===== src/rtl/ps_cfg_pkg.sv =====
// Shared types and helpers for the passive serial configuration sequencer.
// Assumes nothing beyond IEEE 1800-2017 synthesizable constructs.
package ps_cfg_pkg;

    typedef enum logic [2:0] {
        ERR_NONE      = 3'd0,
        ERR_PARTIAL   = 3'd1,
        ERR_NO_RESET  = 3'd2,
        ERR_NOT_READY = 3'd3,
        ERR_CFG       = 3'd4,
        ERR_CDONE     = 3'd5
    } ps_err_e;

    typedef enum logic [2:0] {
        ST_IDLE,
        ST_PULSE,
        ST_POLL,
        ST_SETTLE,
        ST_DATA,
        ST_CHECK,
        ST_TAIL
    } ps_state_e;

    // Reverse the bit order of one byte.
    function automatic logic [7:0] flip8(input logic [7:0] b);
        logic [7:0] r;
        for (int i = 0; i < 8; i++) r[i] = b[7-i];
        return r;
    endfunction

    // Integer division rounded up.
    function automatic int ceil_div(input int a, input int b);
        return (a + b - 1) / b;
    endfunction

endpackage


===== src/rtl/ps_cfg_sync.sv =====
// Two-flop synchroniser for a bus of independent asynchronous pins.
// Assumes each bit is a slow level signal; no cross-bit coherence is given.
module ps_cfg_sync #(
    parameter int          W       = 2,
    parameter logic [W-1:0] RST_VAL = '1
) (
    input  logic         clk,
    input  logic         rst_n,
    input  logic [W-1:0] din_i,
    output logic [W-1:0] dout_o
);
    logic [W-1:0] meta_q;
    logic [W-1:0] sync_q;

    // Two-stage capture of the pin levels.
    always_ff @(posedge clk) begin
        if (!rst_n) begin
            meta_q <= RST_VAL;
            sync_q <= RST_VAL;
        end else begin
            meta_q <= din_i;
            sync_q <= meta_q;
        end
    end

    assign dout_o = sync_q;
endmodule


===== src/rtl/ps_cfg_timer.sv =====
// Microsecond delay timer. A load restarts the prescaler, so a load of N
// expires exactly N*CYC_PER_US cycles later. expired_o is a level.
// Assumes CYC_PER_US >= 1.
module ps_cfg_timer #(
    parameter int CYC_PER_US = 250,
    parameter int US_W       = 12
) (
    input  logic            clk,
    input  logic            rst_n,
    input  logic            load_i,
    input  logic [US_W-1:0] us_i,
    output logic            expired_o
);
    localparam int PRE_W = (CYC_PER_US > 1) ? $clog2(CYC_PER_US) : 1;
    localparam logic [PRE_W-1:0] PRE_LAST = PRE_W'(CYC_PER_US - 1);

    logic [PRE_W-1:0] pre_q;
    logic [US_W-1:0]  us_q;

    // Prescale the clock to microseconds and count the delay down.
    always_ff @(posedge clk) begin
        if (!rst_n) begin
            pre_q <= '0;
            us_q  <= '0;
        end else if (load_i) begin
            pre_q <= '0;
            us_q  <= us_i;
        end else if (us_q != '0) begin
            if (pre_q == PRE_LAST) begin
                pre_q <= '0;
                us_q  <= us_q - 1'b1;
            end else begin
                pre_q <= pre_q + 1'b1;
            end
        end
    end

    assign expired_o = (us_q == '0);


    cnt_down_chk: assert property (@(posedge clk) disable iff (!rst_n)
        (!load_i && us_q != '0) |=> (us_q <= $past(us_q)));
endmodule


===== src/rtl/ps_cfg_shifter.sv =====
// Serialiser for one byte. It sends sh_q[0] first, and the caller arranges
// the bit order. The clock idles low. Data moves only on a falling edge or
// at load, so it is stable at every rising edge. Each half period lasts
// HALF cycles.
module ps_cfg_shifter #(
    parameter int HALF = 2
) (
    input  logic       clk,
    input  logic       rst_n,
    input  logic       load_i,
    input  logic [7:0] byte_i,
    output logic       idle_o,
    output logic       sclk_o,
    output logic       sdat_o
);
    localparam int HC_W = (HALF > 1) ? $clog2(HALF) : 1;
    localparam logic [HC_W-1:0] HC_LAST = HC_W'(HALF - 1);

    logic [7:0]      sh_q;
    logic [2:0]      left_q;
    logic [HC_W-1:0] hc_q;
    logic            sclk_q;
    logic            busy_q;

    // Load a byte, then toggle the clock and shift on each falling edge.
    always_ff @(posedge clk) begin
        if (!rst_n) begin
            sh_q   <= '0;
            left_q <= '0;
            hc_q   <= '0;
            sclk_q <= 1'b0;
            busy_q <= 1'b0;
        end else if (!busy_q) begin
            if (load_i) begin
                sh_q   <= byte_i;
                left_q <= 3'd7;
                hc_q   <= '0;
                sclk_q <= 1'b0;
                busy_q <= 1'b1;
            end
        end else if (hc_q == HC_LAST) begin
            hc_q <= '0;
            if (!sclk_q) begin
                sclk_q <= 1'b1;
            end else begin
                sclk_q <= 1'b0;
                if (left_q == 3'd0) begin
                    busy_q <= 1'b0;
                end else begin
                    sh_q   <= sh_q >> 1;
                    left_q <= left_q - 1'b1;
                end
            end
        end else begin
            hc_q <= hc_q + 1'b1;
        end
    end

    assign idle_o = !busy_q;
    assign sclk_o = sclk_q;
    assign sdat_o = sh_q[0];


    hi_stable_chk: assert property (@(posedge clk) disable iff (!rst_n)
        (sclk_q && $past(sclk_q)) |-> (sh_q[0] == $past(sh_q[0])));

    idle_low_chk: assert property (@(posedge clk) disable iff (!rst_n)
        !busy_q |-> !sclk_q);
endmodule


===== src/rtl/ps_cfg_loader.sv =====
// Passive serial configuration sequencer (top).
// The sequence is: reset pulse on the active-low request, check that the
// target entered reset, poll for readiness with a bounded number of samples,
// wait the status-to-clock delay, stream the bytes, check the end status,
// then send one zero byte to start user mode.
// Assumes the status and done pins are asynchronous levels, and that the
// byte stream flags its final byte.
module ps_cfg_loader
    import ps_cfg_pkg::*;
#(
    parameter int CYC_PER_US   = 250,
    parameter int T_CFG_US     = 2,
    parameter int POLL_US      = 268,
    parameter int MAX_DEF_US   = 1506,
    parameter int MAX_BIG_US   = 3000,
    parameter int ST2CK_DEF_US = 2,
    parameter int ST2CK_BIG_US = 10,
    parameter int DCLK_HALF    = 2
) (
    input  logic       clk,
    input  logic       rst_n,
    input  logic       start_i,
    input  logic       partial_i,
    input  logic       variant_i,
    input  logic       lsb_arranged_i,
    input  logic       cdone_used_i,
    input  logic       s_valid_i,
    input  logic [7:0] s_data_i,
    input  logic       s_last_i,
    output logic       s_ready_o,
    output logic       ncfg_o,
    output logic       dclk_o,
    output logic       data_o,
    input  logic       nstatus_i,
    input  logic       cdone_i,
    output logic       done_o,
    output logic       err_o,
    output logic [2:0] err_code_o
);
    localparam int POLLS_DEF = ceil_div(MAX_DEF_US, POLL_US);
    localparam int POLLS_BIG = ceil_div(MAX_BIG_US, POLL_US);
    localparam int POLLS_MAX = (POLLS_BIG > POLLS_DEF) ? POLLS_BIG : POLLS_DEF;
    localparam int PC_W      = $clog2(POLLS_MAX + 1);
    localparam int US_A      = (T_CFG_US > POLL_US) ? T_CFG_US : POLL_US;
    localparam int US_B      = (ST2CK_DEF_US > ST2CK_BIG_US) ? ST2CK_DEF_US : ST2CK_BIG_US;
    localparam int US_MAX    = (US_A > US_B) ? US_A : US_B;
    localparam int US_W      = $clog2(US_MAX + 1);

    ps_state_e       state_q;
    ps_err_e         code_q;
    logic            var_q, arr_q, cdu_q;
    logic            ncfg_q, done_q, err_q, last_seen_q;
    logic [PC_W-1:0] polls_q;

    logic [1:0]      pins_s;
    logic            nst_s, cdone_s;
    logic            tm_ld, tm_exp;
    logic [US_W-1:0] tm_us;
    logic            sh_ld, sh_idle;
    logic [7:0]      sh_byte;
    logic            go, take, check_ok;
    logic [PC_W-1:0] poll_lim;
    logic [US_W-1:0] st2ck_us;

    ps_cfg_sync #(.W(2), .RST_VAL(2'b11)) u_sync (
        .clk    (clk),
        .rst_n  (rst_n),
        .din_i  ({nstatus_i, cdone_i}),
        .dout_o (pins_s)
    );
    assign nst_s   = pins_s[1];
    assign cdone_s = pins_s[0];

    ps_cfg_timer #(.CYC_PER_US(CYC_PER_US), .US_W(US_W)) u_timer (
        .clk       (clk),
        .rst_n     (rst_n),
        .load_i    (tm_ld),
        .us_i      (tm_us),
        .expired_o (tm_exp)
    );

    ps_cfg_shifter #(.HALF(DCLK_HALF)) u_shift (
        .clk    (clk),
        .rst_n  (rst_n),
        .load_i (sh_ld),
        .byte_i (sh_byte),
        .idle_o (sh_idle),
        .sclk_o (dclk_o),
        .sdat_o (data_o)
    );

    assign go        = (state_q == ST_IDLE) && start_i;
    assign s_ready_o = (state_q == ST_DATA) && !last_seen_q && sh_idle;
    assign take      = s_ready_o && s_valid_i;
    assign check_ok  = nst_s && (!cdu_q || cdone_s);
    assign poll_lim  = var_q ? PC_W'(POLLS_BIG - 1) : PC_W'(POLLS_DEF - 1);
    assign st2ck_us  = var_q ? US_W'(ST2CK_BIG_US) : US_W'(ST2CK_DEF_US);

    // Choose when the delay timer is (re)loaded and with which delay.
    always_comb begin
        tm_ld = 1'b0;
        tm_us = '0;
        case (state_q)
            ST_IDLE: if (go && !partial_i) begin
                tm_ld = 1'b1;
                tm_us = US_W'(T_CFG_US);
            end
            ST_PULSE: if (tm_exp && !nst_s) begin
                tm_ld = 1'b1;
                tm_us = US_W'(POLL_US);
            end
            ST_POLL: if (tm_exp) begin
                if (nst_s) begin
                    tm_ld = 1'b1;
                    tm_us = st2ck_us;
                end else if (polls_q != poll_lim) begin
                    tm_ld = 1'b1;
                    tm_us = US_W'(POLL_US);
                end
            end
            default: ;
        endcase
    end

    // Feed the serialiser: stream bytes in bit order, or the zero tail byte.
    always_comb begin
        sh_ld   = 1'b0;
        sh_byte = '0;
        if (state_q == ST_DATA && take) begin
            sh_ld   = 1'b1;
            sh_byte = arr_q ? flip8(s_data_i) : s_data_i;
        end else if (state_q == ST_CHECK && check_ok) begin
            sh_ld   = 1'b1;
        end
    end

    // Sequencer state, request pin and completion status.
    always_ff @(posedge clk) begin
        if (!rst_n) begin
            state_q     <= ST_IDLE;
            code_q      <= ERR_NONE;
            var_q       <= 1'b0;
            arr_q       <= 1'b0;
            cdu_q       <= 1'b0;
            ncfg_q      <= 1'b1;
            done_q      <= 1'b0;
            err_q       <= 1'b0;
            last_seen_q <= 1'b0;
            polls_q     <= '0;
        end else begin
            case (state_q)
                ST_IDLE: if (go) begin
                    done_q <= 1'b0;
                    if (partial_i) begin
                        err_q  <= 1'b1;
                        code_q <= ERR_PARTIAL;
                    end else begin
                        err_q   <= 1'b0;
                        code_q  <= ERR_NONE;
                        ncfg_q  <= 1'b0;
                        var_q   <= variant_i;
                        arr_q   <= lsb_arranged_i;
                        cdu_q   <= cdone_used_i;
                        state_q <= ST_PULSE;
                    end
                end
                ST_PULSE: if (tm_exp) begin
                    ncfg_q <= 1'b1;
                    if (nst_s) begin
                        err_q   <= 1'b1;
                        code_q  <= ERR_NO_RESET;
                        state_q <= ST_IDLE;
                    end else begin
                        polls_q <= '0;
                        state_q <= ST_POLL;
                    end
                end
                ST_POLL: if (tm_exp) begin
                    if (nst_s) begin
                        state_q <= ST_SETTLE;
                    end else if (polls_q == poll_lim) begin
                        err_q   <= 1'b1;
                        code_q  <= ERR_NOT_READY;
                        state_q <= ST_IDLE;
                    end else begin
                        polls_q <= polls_q + 1'b1;
                    end
                end
                ST_SETTLE: if (tm_exp) begin
                    last_seen_q <= 1'b0;
                    state_q     <= ST_DATA;
                end
                ST_DATA: begin
                    if (take && s_last_i) last_seen_q <= 1'b1;
                    if (last_seen_q && sh_idle) state_q <= ST_CHECK;
                end
                ST_CHECK: begin
                    if (!nst_s) begin
                        err_q   <= 1'b1;
                        code_q  <= ERR_CFG;
                        state_q <= ST_IDLE;
                    end else if (cdu_q && !cdone_s) begin
                        err_q   <= 1'b1;
                        code_q  <= ERR_CDONE;
                        state_q <= ST_IDLE;
                    end else begin
                        state_q <= ST_TAIL;
                    end
                end
                ST_TAIL: if (sh_idle) begin
                    done_q  <= 1'b1;
                    state_q <= ST_IDLE;
                end
                default: state_q <= ST_IDLE;
            endcase
        end
    end

    assign ncfg_o     = ncfg_q;
    assign done_o     = done_q;
    assign err_o      = err_q;
    assign err_code_o = code_q;


    partial_chk: assert property (@(posedge clk) disable iff (!rst_n)
        (go && partial_i) |=> (err_o && err_code_o == ERR_PARTIAL && ncfg_o));

    pulse_src_chk: assert property (@(posedge clk) disable iff (!rst_n)
        $fell(ncfg_q) |-> $past(go));

    excl_chk: assert property (@(posedge clk) disable iff (!rst_n)
        !(done_o && err_o));

    err_hold_chk: assert property (@(posedge clk) disable iff (!rst_n)
        (err_q && !start_i) |=> err_q);

    clk_rel_chk: assert property (@(posedge clk) disable iff (!rst_n)
        dclk_o |-> ncfg_o);

    ready_rel_chk: assert property (@(posedge clk) disable iff (!rst_n)
        s_ready_o |-> (ncfg_o && !dclk_o));
endmodule


===== config.mk =====
export PLATFORM = sky130hd
export DESIGN_NAME = ps_cfg_loader
export DESIGN_NICKNAME = d
export VERILOG_FILES = /design/src/rtl/ps_cfg_pkg.sv /design/src/rtl/ps_cfg_sync.sv /design/src/rtl/ps_cfg_timer.sv /design/src/rtl/ps_cfg_shifter.sv /design/src/rtl/ps_cfg_loader.sv
export SDC_FILE = /design/constraint.sdc
export NUM_CORES = 1
export LEC_CHECK = 0
export BUFFER_PORTS_ARGS = -buffer_cell sky130_fd_sc_hd__buf_2
export CELL_PAD_IN_SITES_DETAIL_PLACEMENT = 1
export CELL_PAD_IN_SITES_GLOBAL_PLACEMENT = 2
export CORE_MARGIN = 2
export CORE_UTILIZATION = 37
export CTS_BUF_LIST = sky130_fd_sc_hd__clkbuf_8
export DETAILED_ROUTE_END_ITERATION = 12
export PLACE_DENSITY_LB_ADDON = 0.12
export REMOVE_ABC_BUFFERS = 1
export SLEW_MARGIN = 20
export SYNTH_ARGS = -nofsm -noshare
export SYNTH_HDL_FRONTEND = slang
export SYNTH_SLANG_ARGS = --single-unit
export TNS_END_PERCENT = 20

===== constraint.sdc =====
create_clock -name clk -period 2.2 [get_ports clk]
set_input_delay 0.44 -clock clk [delete_from_list [all_inputs] [get_ports clk]]
set_output_delay 0.44 -clock clk [all_outputs]
set_load 0.02 [all_outputs]

# Yosys cells after proc, flatten, opt, wreduce, memory -nomap -nowiden
# Index checks and enable logic that the tools add are counted.
[totals] ff_bits=52 inputBits=19 output_inout_bits=9 wordCells=187
[op_classes] add_sub_neg=5 eq_ne=27 muxes=92 bitwise=2 n_reduce_logical=42
[op_table] cell="two-way mux 3 bit" n=24
[op_table] cell="two-way mux 8 bit" n=8
[op_table] cell="two-way mux 9 bit" n=7
[op_table] cell="two-way mux 1 bit" n=35
[op_table] cell="two-way mux 4 bit" n=7
[op_table] cell="case mux 9 bit (3 select lines)" n=1
[op_table] cell="!= test 2 bit, second input constant" n=11
[op_table] cell="case mux 3 bit (7 select lines)" n=1
[op_table] cell="AND reduction 8 bit" n=2
[op_table] cell="nonzero test 2 bit" n=7
[op_table] cell="logical AND 1 bit" n=12
[op_table] cell="case mux 3 bit (4 select lines)" n=1
[op_table] cell="!= test 2 x 1 -> 1 bit, second input constant" n=5
[op_table] cell="equality test 3 bit, second input constant" n=3
[op_table] cell="zero test 9 bit" n=1
[op_table] cell="AND reduction 3 bit" n=3
[op_table] cell="nonzero test 9 bit" n=1
[op_table] cell="subtractor 9 x 1 -> 9 bit, second input constant" n=1
[op_table] cell="adder 8 x 1 -> 8 bit, second input constant" n=1
[op_table] cell="equality test 8 bit, second input constant" n=1
[op_table] cell="case mux 4 bit (2 select lines)" n=1
[op_table] cell="AND reduction 4 bit" n=2
[op_table] cell="equality test 3 x 2 -> 1 bit, second input constant" n=2
[op_table] cell="zero test 1 bit" n=6
[op_table] cell="19 further kinds" n=25

# Longest topological paths before layout
[depth] word_depth=8 ltp_mapped=9 depth_no_buf=8

# Modules after synthesis
# From an unflattened synthesis, not the netlist that was laid out.
[hier_totals] cells_unflattened=363 hier_area_um2=3094.2
[by_module_without_submodules] module="ps_cfg_loader" n_inst=1 cells_each=155 area_per_inst_um2=1192.4 seq_area_each_um2=340.3
[by_module_without_submodules] module="ps_cfg_timer" n_inst=1 cells_each=106 area_per_inst_um2=940.9 seq_area_each_um2=340.3
[by_module_without_submodules] module="ps_cfg_shifter" n_inst=1 cells_each=94 area_per_inst_um2=855.8 seq_area_each_um2=280.3
[by_module_without_submodules] module="ps_cfg_sync" n_inst=1 cells_each=8 area_per_inst_um2=105.1 seq_area_each_um2=80.1

# Least setup slack after synthesis
# Ideal clock, no wire load.
[synth_timing] path_type="register to register" startpoint="register state_q[1]" endpoint="register u_shift.sh_q[6]" setup_time_ns=0.116 arrival_ns=1.992 t_required_ns=2.084 path_slack_ns=0.092 path_stages_with_launch=8 n_path_buf=2 period_less_slack_ns=2.108 cell_sequence="dfxtp_1 buf_2 nor4_1 a21oi_1 o21ai_1 buf_2 o221ai_1 o211a_1"
[synth_via] elab_chain_cells=8 word_cells_on_any_way=14 classes_between="2 x eq/ne; 5 x mux; 7 x reduce/logical"
[synth_rtl] element="start, declared" line_no="ps_cfg_loader.sv:49" text="ps_state_e state_q;"
[synth_rtl] element="start signal, assigned" line_no="ps_cfg_loader.sv:140" text="state_q <= ST_IDLE;"
[synth_rtl] element="start signal, assigned" line_no="ps_cfg_loader.sv:164" text="state_q <= ST_PULSE;"
[synth_rtl] element="start signal, assigned" line_no="ps_cfg_loader.sv:172" text="state_q <= ST_IDLE;"
[synth_rtl] element="equality test 3 bit *" line_no="ps_cfg_loader.sv:93" text="assign s_ready_o = (state_q == ST_DATA) && !last_seen_q && sh_idle;"
[synth_rtl] element="logical AND 1 bit * (2 in a row)" line_no="ps_cfg_loader.sv:93"
[synth_rtl] element="via s_ready_o" line_no="ps_cfg_loader.sv:30" text="output logic s_ready_o,"
[synth_rtl] element="logical AND 1 bit *" line_no="ps_cfg_loader.sv:94" text="assign take = s_ready_o && s_valid_i;"
[synth_rtl] element="logical AND 1 bit *" line_no="ps_cfg_loader.sv:129" text="if (state_q == ST_DATA && take) begin"
[synth_rtl] element="two-way mux 1 bit or two-way mux 8 bit (tied branches)" line_no="ps_cfg_loader.sv:129"
[synth_rtl] element="nonzero test 2 bit (no line) or two-way mux 8 bit (tied branches)"
[synth_rtl] element="AND reduction 4 bit (no line) or two-way mux 8 bit (tied branches)"
[synth_rtl] element="end signal, assigned" line_no="ps_cfg_shifter.sv:35" text="sh_q <= byte_i;"
[synth_rtl] element="end signal, assigned" line_no="ps_cfg_shifter.sv:50" text="sh_q <= sh_q >> 1;"
[synth_rtl] element="end, declared" line_no="ps_cfg_shifter.sv:19" text="logic [7:0] sh_q;"
# Mark *: on every way through the listed nets, which the timed path passes. The rest lies on a longest branch. The select of a mux whose other input is x is not followed.
# A chain may end at the register's enable or synchronous reset.

# Worst setup path in the final report
[layout_timing] startpoint="register u_timer.us_q[0]" endpoint="register u_timer.us_q[3]"
[layout_via] elab_chain_cells=6 word_cells_on_any_way=16 classes_between="1 x add/sub; 9 x mux; 6 x reduce/logical"
[layout_rtl] element="start, declared" line_no="ps_cfg_timer.sv:18" text="logic [US_W-1:0] us_q;"
[layout_rtl] element="start signal, assigned" line_no="ps_cfg_timer.sv:27" text="us_q <= us_i;"
[layout_rtl] element="start signal, assigned" line_no="ps_cfg_timer.sv:31" text="us_q <= us_q - 1'b1;"
[layout_rtl] element="parallel branches: the longest is 6 deep, another holds subtractor 9 x 1 -> 9 bit"
# Parallel ways; which one is timed is not known. The select of a mux whose other input is x is not followed.

==> metrics.txt <==
ANT nets after route 0; synth unique cells between 60 and 70; Hold/Removal Path Class input port to flop; Die X 90.27 um; share of cells above drive strength 1 ~18%; CTS Sinks 52; DRC viols 0; nets@finish 380; DR vias 2455; Min Clock Period, post-route 2.125 ns; clock root buffer master clkbuf_8; grt ovf 0; WL per Instance around 16 um; peak supply drop 344.7 uV; Iter 0 DRT Violations 140; WP data arrival 2.33 ns; # hold bufs at CTS 0; clock skew roughly 0.0086 ns; Fmax achieved about 470 MHz; crit path capture type flop; Post-DP HPWL roughly 5400 um; worst-case clock buffer depth 2; CP Data Required Time approximately 2.4 ns; Setup CP Type flop to flop; initial antenna violation count 0; power density over the cells 1037 mW/mm^2; worst relative slew slack a little under three quarters; Primary FF master, synth dfxtp_1; YS warnings 0; gpl congestion approximately 0.8; period utilization between 90% and 100%; Inst Count DP ~450; DRT Pass-1 Iters 4; clock-pin transition on the worst setup and hold timing paths roughly 0.090 ns; status finished, final reports clean; Initial Utilization between 30% and 40%; vias per cell between 5 and 6; Final setup viols 0; Avg Synthesized Cell Area 8.633 sq um; Post-synth EDFFs 0; # rows 31; top post-synthesis cells by area dfxtp_1 38%, mux2i_1 5.5%, nor2_1 4.2%; CTS tree yes; Gate Count Post-Synth about 320; async set-or-reset flop fraction in the synthesized netlist 0%; Slew Limit Fails 0; leading area contributor after synthesis dfxtp_1; post-route insts no fill 455; Synth top area share a little under two fifths; R2R cell count 9; setup slack, reg-to-reg around 0.075 ns; Final Power 3305 uW; commonest non-fill, non-tap cell in the layout dfxtp_1; commonest non-fill, non-tap cells in the layout 52 x dfxtp_1, 31 x nor2_1, 27 x buf_2; Skew-Pair Late Insertion Delay roughly 0.31 ns; Port Buffers 27; WL final slightly above 7000 um; CTS Buf Count 5; synth-to-layout area growth 15.77%; Final Hold Vio Count 0; first-pass GRT wire length around 12000 um; post-synthesis sequential element count 52; Die Area 0.008149 sq mm; Max FO, Critical Path 5; GRT Util Overall a little under a fifth; Core ar. ~0.007 sq mm; CTS H-tree depth 2; max_cap viols 0; largest net degree at the start of global routing 21; Die Ht around 90 um; Critical Path Source Type flop; cell area after synthesis 0.002754 sq mm; Leakage 0.001383 uW; vias in the first global route roughly 2500; Seq/Total Area, Yosys approximately 38%; WHS Path Cells 2; Worst-Margin Slew ~0.43 ns; ant diodes 0; I/O pin count 28
repair_timing:
item / CTS / global route
setup buffers: 0 / 0
endpoints found under the setup margin: 0 / 3
resized for setup: 0 / 1
worst max-delay path, cell delays in order, from the launching register on:
cell and delay (ns):
dfxtp_1 0.36, inv_1 0.08, ha_1 0.19, nor4b_4 0.27
and3_1 0.32, o211ai_1 0.18, nand3_1 0.22, buf_4 0.18
a31oi_1 0.05, o22a_1 0.18
layout make-up:
| type | count | area (sq um) |
|---|---|---|
| Sequential cell | 52 | 1041 |
| Timing Repair Buffer | 46 | 277.8 |
| Clock inverter | 3 | 38.79 |
| Clock buffer | 5 | 68.82 |
| Inverter | 12 | 45.04 |
| Tap cell | 99 | 123.9 |
| Multi-Input combinational cell | 238 | 1593 |
| Fill cell | 914 | 4026 |
final timing paths:
kind                    start                to
min                 nstatus_i  u_sync.meta_q[1]
max           u_timer.us_q[0]   u_timer.us_q[3]
max reg2reg   u_timer.us_q[0]   u_timer.us_q[3]
min reg2reg  u_sync.meta_q[0]  u_sync.dout_o[0]
per-layer routing:
layer	wire, um	GRT usage [%]
met1	3569	26.06
met2	3204	28.26
met3	273	2.254
met4	75	5.128
met5	0	0
state kept, by name, summed over array words and instances, names as in the netlist, 2 cells and up:
register        count
err_code_o          3
polls_q             4
state_q             3
u_shift.left_q      3
u_shift.sh_q        8
u_sync.dout_o       2
u_sync.meta_q       2
u_timer.pre_q       8
u_timer.us_q        9
kinds of logic after synthesis:
family                     count (synthesis)  share of synthesized area, %
adders and majority gates                  6                         2.726
DFF                                       52                         37.80
xor gates and xnor gates                   9                         2.862
buffers and inverters                     29                         4.680
muxes                                     15                         5.452
and+or+nand+nor                          131                         26.44
AOI/OAI and AO/OA                         77                         20.04
cell usage after synthesis, types with 2 or more instances:
cell,n
nand2b_1,11
xnor2_1,4
nand2_1,26
nand3b_1,4
nand3_1,9
o211a_1,10
clkbuf_1,7
buf_2,7
nor4_4,2
o211ai_1,7
nor2b_1,10
xor2_1,5
o22ai_1,4
ha_1,6
dfxtp_1,52
o221ai_1,3
o21ai_0,11
nor4_1,2
and3_1,6
and2_1,3
inv_1,12
nor3_1,11
nor2_1,31
a21oi_1,20
mux2i_1,15
nand4_1,5
power by group:
| part | internal [uW] | switching (uW) | leakage, uW |
|---|---|---|---|
| combinational | 600 | 842 | 0.000902 |
| sequential | 1060 | 138 | 0.000422 |
| clock | 334 | 327 | 0.0000593 |
through the flow:
step                      cell area, sq um  setup TNS, ns  hold slack [ns]  utilization, %  setup WS (ns)
final                                 3188              0           0.3117           44.19        0.07488
after detailed placement              3072              0           0.4121           42.58        0.08490
after global routing                  3188       -0.03969           0.3135           44.19       -0.02971
after floorplan                       2670         -5.403           0.3863               -        -0.5812
after CTS                             3179              0           0.3064           44.07        0.06519
after global placement                3072              0           0.3886           42.58        0.07602
Note: power is estimated with default switching activity, not from simulation.
